[src/rtl/chop_demod.sv]
module chop_demod #(
  parameter int W = 24
) (
  input  logic                clk,
  input  logic                rst_n,
  input  logic                start_i,
  input  logic                chop_en_i,
  input  logic                smp_valid_i,
  input  logic signed [W-1:0] smp_i,
  output logic                pol_o,
  output logic                res_valid_o,
  output logic signed [W-1:0] res_o
);

  logic                en_q;
  logic                have_prev;
  logic signed [W-1:0] prev_q;

  wire restart = start_i | (chop_en_i != en_q);
  wire signed [W:0] cur_x  = {smp_i[W-1], smp_i};
  wire signed [W:0] prev_x = {prev_q[W-1], prev_q};
  wire signed [W:0] diff   = pol_o ? (prev_x - cur_x) : (cur_x - prev_x);

  always_ff @(posedge clk or negedge rst_n) begin
    if (!rst_n) begin
      en_q        <= 1'b0;
      have_prev   <= 1'b0;
      prev_q      <= '0;
      pol_o       <= 1'b0;
      res_valid_o <= 1'b0;
      res_o       <= '0;
    end else begin
      en_q        <= chop_en_i;
      res_valid_o <= 1'b0;
      if (restart) begin
        pol_o     <= 1'b0;
        have_prev <= 1'b0;
      end else if (smp_valid_i) begin
        if (!chop_en_i) begin
          res_o       <= smp_i;
          res_valid_o <= 1'b1;
        end else begin
          prev_q    <= smp_i;
          have_prev <= 1'b1;
          pol_o     <= ~pol_o;
          if (have_prev) begin
            res_o       <= W'(diff >>> 1);
            res_valid_o <= 1'b1;
          end
        end
      end
    end
  end


  a_r1_pol_flip: assert property (@(posedge clk) disable iff (!rst_n)
    (!restart && smp_valid_i && chop_en_i) |=> (pol_o != $past(pol_o)));

  a_r2_first_held: assert property (@(posedge clk) disable iff (!rst_n)
    (!restart && !have_prev && smp_valid_i && chop_en_i) |=> !res_valid_o);

  a_r5_restart_normal: assert property (@(posedge clk) disable iff (!rst_n)
    restart |=> (!pol_o && !res_valid_o));

  a_r7_off_normal: assert property (@(posedge clk) disable iff (!rst_n)
    !chop_en_i |=> !pol_o);

  a_r9_valid_after_sample: assert property (@(posedge clk) disable iff (!rst_n)
    res_valid_o |-> $past(smp_valid_i));

endmodule

[config.mk]
export PLATFORM = sky130hd
export DESIGN_NAME = chop_demod
export DESIGN_NICKNAME = d
export VERILOG_FILES = /design/src/rtl/chop_demod.sv
export SDC_FILE = /design/constraint.sdc
export NUM_CORES = 1
export LEC_CHECK = 0
export BUFFER_PORTS_ARGS = -buffer_cell sky130_fd_sc_hd__buf_2
export CAP_MARGIN = 25
export CORE_MARGIN = 5
export CORE_UTILIZATION = 30
export DETAILED_ROUTE_END_ITERATION = 12
export PLACE_DENSITY = 0.48
export SETUP_SLACK_MARGIN = 0.1
export SLEW_MARGIN = 20
export SYNTH_ARGS = -nofsm -noshare
export SYNTH_HDL_FRONTEND = slang
export SYNTH_SLANG_ARGS = --single-unit
[constraint.sdc]
create_clock -name clk -period 4.3 [get_ports clk]
set_input_delay 0.215 -clock clk [delete_from_list [all_inputs] [get_ports clk]]
set_output_delay 0.215 -clock clk [all_outputs]
set_load 0.03 [all_outputs]
==> results of run 1 <==
metrics by stage:
stage	setup WS (ns)	utilization [%]
3_3_place_gp	1.37	33.5
4_1_cts	1.34	34.6
5_1_grt	1.10	34.6
2_1_floorplan	2.01	-
6_report	1.32	34.6
3_5_place_dp	1.39	33.5
kinds of logic (layout without fill, tap and decap cells):
family,after synthesis,count (layout),share of synthesized area [%]
AO/OA/AOI/OAI,200,200,26.7
XOR/XNOR,21,21,4.18
adder cells (fa/ha/maj),48,48,14.0
buffers and inverters,76,119,6.57
flip-flops,52,52,29.6
multiplexers,11,11,2.53
AND/OR/NAND/NOR,160,160,16.4
metal layers:
metal	global-route usage, %	part of all wire [%]	vias up	routed length [µm]
met5	0	0	-	0
met4	4.45	1.3	0	179
met3	2.22	3.3	9	444
met2	25.2	46	80	6150
met1	21.8	50	1965	6670
li1	-	-	2067	-
power by group through the flow:
stage / logic [mW] / clock network, mW / registers (mW)
finish: 1.11 / 0.442 / 0.667
CTS: 1.12 / 0.459 / 0.669
global route: 1.24 / 0.478 / 0.686
global placement: 1.12 / 0 / 0.675
detailed placement: 1.12 / 0 / 0.679
floorplan: 0.664 / 0 / 0.808
cells in the final DEF (no fill, tap or decap), types with 6 or more instances in the layout:
cell | Yosys | final
nor2_1 | 28 | 28
a211oi_1 | 11 | 11
nand2_1 | 77 | 77
a21o_1 | 6 | 6
a21oi_1 | 68 | 68
buf_2 | 3 | 54
nand3_1 | 7 | 7
dfrtp_1 | 52 | 52
xnor2_1 | 11 | 11
mux2i_1 | 10 | 10
nor2b_1 | 9 | 9
nor3_1 | 16 | 16
xor2_1 | 10 | 10
ha_1 | 46 | 46
o21ai_1 | 14 | 13
o21ai_0 | 63 | 63
inv_1 | 52 | 52
cell type report:
class	instances	area, µm²
fillers	1550	9470
multi-input cells	440	2820
flip-flops and latches	52	1300
repair buffers	58	300
well taps	184	230
inverters	54	203
clock buffers	7	153
path summary, 6_finish.rpt:
| check | from | to | slack, ns | depth (start not counted) |
|---|---|---|---|---|
| max in group asynchronous | rst_n | res_o[6] | 3.78 | 2 |
| min | rst_n | res_o[14] | 0.05 | 2 |
| min in group clk | start_i | pol_o | 0.09 | 2 |
| min reg2reg | res_o[3] | res_o[3] | 0.48 | 2 |
| max | prev_q[0] | res_o[23] | 1.32 | 10 |
| max reg2reg | prev_q[0] | res_o[23] | 1.32 | 10 |
flip-flops by register name (all words and copies together), names as in the netlist:
signal,cells
res_o,24
res_valid_o,1
en_q,1
pol_o,1
have_prev,1
prev_q,24
==> results.sh, run 1 <==
export IMPL_synth_top_cell_area_share_pct=29.6
export IMPL_combPwrFrac_pct=50.1
export IMPL_clk_path_buf_depth=2
export IMPL_drc=0
export IMPL_io_pins=55
export IMPL_clock_latency_ns=0.31
export IMPL_ctsResizeCount=0
export IMPL_yosys_top_cells_area="dfrtp_1 (30%), ha_1 (13%), a21oi_1 (7.7%)"
export IMPL_p_total_mw=2.22
export IMPL_antenna_found_initial=0
export IMPL_final_area_um2=5010
export IMPL_coreArea_um2=14500
export IMPL_cts_sinks=52
export IMPL_cts_tree="built"
export IMPL_overflow=0
export IMPL_finalCriticalPeriod_ns=2.98
export IMPL_cp_start_kind="flip-flop"
export IMPL_ant_nets=0
export IMPL_die_y_um=131
export IMPL_synth_area_leader_cell="dfrtp_1"
export IMPL_worstSetupEndpointType="flip-flop"
export IMPL_cts_hold_buf=0
export IMPL_seqPwrFrac_pct=30.0
export IMPL_p_clk_share_pct=19.9
export IMPL_cp_slowest_cell="o31ai_1"
export IMPL_synthCells=568
export IMPL_syn_nets=645
export IMPL_ys_ff_latch=52
export IMPL_cts_buffers=5
export IMPL_synthTopCellsByCount="nand2_1 (77), a21oi_1 (68), o21ai_0 (63)"
export IMPL_via_count=4121
export IMPL_syn_avg_cell_area_um2=7.75
export IMPL_ir_drop_mv=0.157
export IMPL_synth_cell_types=53
export IMPL_synth_area_um2=4400
export IMPL_critPathBufInv=0
export IMPL_dpl_cell_area_um2=4860
export IMPL_synthArstFlopShare_pct=100
export IMPL_dieArea_um2=17200
export IMPL_grt_max_degree=53
export IMPL_stdcell_count=795
export IMPL_min_period_over_period_pct=69.2
export IMPL_first_pass_iters=4
export IMPL_netSwitchingFraction_pct=44.6
export IMPL_drt_iter0_markers=178
export IMPL_ys_warn_count=0
export IMPL_dp_cells=788
export IMPL_timing_fmax_mhz=336
export IMPL_drv_cap=0
export IMPL_die_x_um=131
export IMPL_hold_viol=0
export IMPL_via_per_inst=5.18
export IMPL_critPathRequiredTime_ns=4.48
export IMPL_root_buffer="clkbuf_16"
export IMPL_ys_seq_area_share_pct=29.6
export IMPL_finalSetupViolCount=0
export IMPL_clk_pin_slew_ns=0.07
export IMPL_crit_type="flip-flop to flip-flop"
export IMPL_track_usage_pct=15.6
export IMPL_row_count=44
export IMPL_drt_wl_total_mm=13.4
export IMPL_status="finished clean"
export IMPL_hp_class="input pin to asynchronous set/reset pin"
export IMPL_layout_nets=688
export IMPL_worstPathMaxFanout=3
export IMPL_rsz0062_at_grt="false"
export IMPL_io_buffers=54
export IMPL_finalMaxSlewViolations=0
export IMPL_gp_congestion=0.862
export IMPL_grt_pass1_wl_mm=22.1
export IMPL_crit_family="compound AO/OA/AOI/OAI gates"
export IMPL_synth_ff_type="dfrtp_1"
export IMPL_arrival_ns=3.16
export IMPL_dp_hpwl_mm=10.1
export IMPL_crit_chain="nor2b_1, fa_1, nor2b_1, o21ai_1, a31oi_1, o22ai_1, o31ai_1, a31oi_1, nor3b_1, o31ai_1"
export IMPL_yosysMostFrequentCell="nand2_1"
export IMPL_tns_ns=0
export IMPL_post_cts_buffers=0
export IMPL_antennaDiodeCount=0
export IMPL_drive_gt1_share_pct=12.4
export IMPL_htree_levels=2
export IMPL_worst_path_largest_cell_delay_ns=0.56
export IMPL_tightestPinTransition_ns=0.871
export IMPL_p_leak_nw=2.36
export IMPL_synth_edf_count=0
export IMPL_pwr_density_cell_nw_per_um2=444
export IMPL_area_growth_pct=13.8
export IMPL_grt_pass1_vias=4167
export IMPL_initial_core_util_pct=30.4
export IMPL_holdWs_ns=0.0470
export IMPL_p_switching_mw=0.991
export IMPL_fin_skew_ns=0.00955
export IMPL_internal_power_mw=1.23
export IMPL_drt_wirelength_per_cell_um=16.9
export IMPL_slew_headroom_pct=41.9
Note: power is estimated with default switching activity, not from simulation.
==> inputs of run 2 (changes only) <==
- clock period: 4.3 -> 3 ns (I/O delays scaled with it)
==> run 2 against run 1 <==
Global-route usage up 0.46 points. Combinational power up 47%. Largest power group unchanged. Sequential share of layout area down 0.42 points. Final cell count up 1.0%. Non-clock buffer count up 7. Largest cell class unchanged.
==> results.sh, run 2 (same netlist as run 1, synthesis figures left out) <==
export IMPL_status="finished clean"
export IMPL_htree_levels=2
export IMPL_critPathRequiredTime_ns=3.19
export IMPL_drc=0
export IMPL_worstSetupEndpointType="flip-flop"
export IMPL_overflow=0
export IMPL_post_cts_buffers=0
export IMPL_rsz0062_at_grt="false"
export IMPL_finalSetupViolCount=0
export IMPL_gp_congestion=0.860
export IMPL_cts_buffers=5
export IMPL_worstPathMaxFanout=7
export IMPL_hp_class="input pin to flip-flop"
export IMPL_arrival_ns=2.80
export IMPL_internal_power_mw=1.82
export IMPL_via_count=4154
export IMPL_io_pins=55
export IMPL_worst_path_largest_cell_delay_ns=0.40
export IMPL_crit_type="flip-flop to flip-flop"
export IMPL_grt_max_degree=42
export IMPL_layout_nets=695
export IMPL_die_y_um=131
export IMPL_cts_sinks=52
export IMPL_tightestPinTransition_ns=0.694
export IMPL_first_pass_iters=4
export IMPL_dp_cells=794
export IMPL_cp_slowest_cell="dfrtp_1"
export IMPL_grt_pass1_wl_mm=22.8
export IMPL_ir_drop_mv=0.228
export IMPL_timing_fmax_mhz=382
export IMPL_p_total_mw=3.28
export IMPL_via_per_inst=5.17
export IMPL_initial_core_util_pct=30.4
export IMPL_grt_pass1_vias=4209
export IMPL_cts_tree="built"
export IMPL_die_x_um=131
export IMPL_fillers=1539
export IMPL_antenna_found_initial=0
export IMPL_slew_headroom_pct=53.6
export IMPL_stdcell_count=803
export IMPL_final_common_cell="nand2_1"
export IMPL_fin_util_pct=35.2
export IMPL_combPwrFrac_pct=49.7
export IMPL_seqPwrFrac_pct=29.5
export IMPL_finalCriticalPeriod_ns=2.61
export IMPL_tns_ns=0
export IMPL_dpl_cell_area_um2=4900
export IMPL_clk_pin_slew_ns=0.08
export IMPL_layout_setup_ws_ns=0.386
export IMPL_holdWs_ns=0.0280
export IMPL_drt_wl_total_mm=13.9
export IMPL_layout_common_cells="nand2_1 (77), a21oi_1 (68), o21ai_0 (63)"
export IMPL_p_clk_share_pct=20.7
export IMPL_coreArea_um2=14500
export IMPL_drv_cap=0
export IMPL_clk_path_buf_depth=2
export IMPL_io_buffers=54
export IMPL_dieArea_um2=17200
export IMPL_ant_nets=0
export IMPL_finalMaxSlewViolations=0
export IMPL_drt_iter0_markers=146
export IMPL_netSwitchingFraction_pct=44.4
export IMPL_antennaDiodeCount=0
export IMPL_hold_viol=0
export IMPL_root_buffer="clkbuf_16"
export IMPL_dp_hpwl_mm=10.8
export IMPL_fin_skew_ns=0.0114
export IMPL_largestRegisters="prev_q: 24 flops, res_o: 24 flops"
export IMPL_place_ws_ns=0.184
export IMPL_pwr_density_cell_nw_per_um2=644
export IMPL_cp_start_kind="flip-flop"
export IMPL_min_period_over_period_pct=87.1
export IMPL_p_switching_mw=1.45
export IMPL_row_count=44
export IMPL_crit_chain="ha_1, nor2b_1, o21ai_1, a31oi_1, o22ai_1, o31ai_2, a31oi_1, xor2_1, o21ai_1"
export IMPL_track_usage_pct=16.1
export IMPL_area_growth_pct=15.7
export IMPL_final_area_um2=5090
export IMPL_clock_latency_ns=0.31
export IMPL_drive_gt1_share_pct=13.6
export IMPL_drt_wirelength_per_cell_um=17.3
export IMPL_p_leak_nw=2.40
==> run 2: cell types whose count changed in the layout (fill, tap and decap cells not counted), sizes merged <==
cell,before,now
bufinv,0,1
clkinv,2,3
buf,58,64
clkbuf,7,6
dlygate4sd3,0,1
==> run 2: layout make-up <==
class                      count  area [µm²]  area share (%)
inverter                      54         203            3.98
tap                          184         230            4.52
timing repair buffer          65         358            7.03
sequential                    52        1300            25.6
multi-input combinational    440        2830            55.7
clock buffer                   6         129            2.53
clock inverter                 2        35.0           0.688
==> run 2: worst max-delay path, delay by kind of cell (launching register included) <==
family                   cells  cell delay [ns]
AND/OR/NAND/NOR              1             0.16
XOR/XNOR                     1             0.27
adder cells (fa/ha/maj)      1             0.37
flip-flops                   1             0.40
AO/OA/AOI/OAI                6             1.30
==> run 2: power by group through the flow <==
stage | Combinational, mW | Clock (mW) | Sequential (mW)
floorplan | 0.951 | 0 | 1.16
global placement | 1.62 | 0 | 0.976
detailed placement | 1.62 | 0 | 0.982
CTS | 1.63 | 0.705 | 0.971
global route | 1.80 | 0.723 | 0.992
finish | 1.63 | 0.679 | 0.968
==> run 2: final timing paths <==
kind	start	cells past startpoint	end	slack [ns]
setup reg to reg	prev_q[2]	9	res_o[19]	0.39
setup / recovery	prev_q[2]	9	res_o[19]	0.39
min in group asynchronous	rst_n	2	prev_q[17]	0.38
hold reg to reg	res_o[9]	2	res_o[9]	0.48
hold / removal	start_i	2	have_prev	0.03
max in group asynchronous	rst_n	3	prev_q[2]	2.03
==> run 2: repair_timing <==
item                                    4_1_cts  5_1_grt
resized for setup                             0        2
hold buffers                                  0        1
endpoints found under the hold margin         0       40
endpoints found under the setup margin        0        3
==> run 2: layer usage <==
metal / global-route usage, % / up-vias / part of all wire [%]
met1: 22.9 / 1997 / 51
met3: 2.10 / 14 / 2.6
li1: - / 2074 / -
met2: 25.5 / 69 / 45
met5: 0 / - / 0
met4: 4.68 / 0 / 1.6
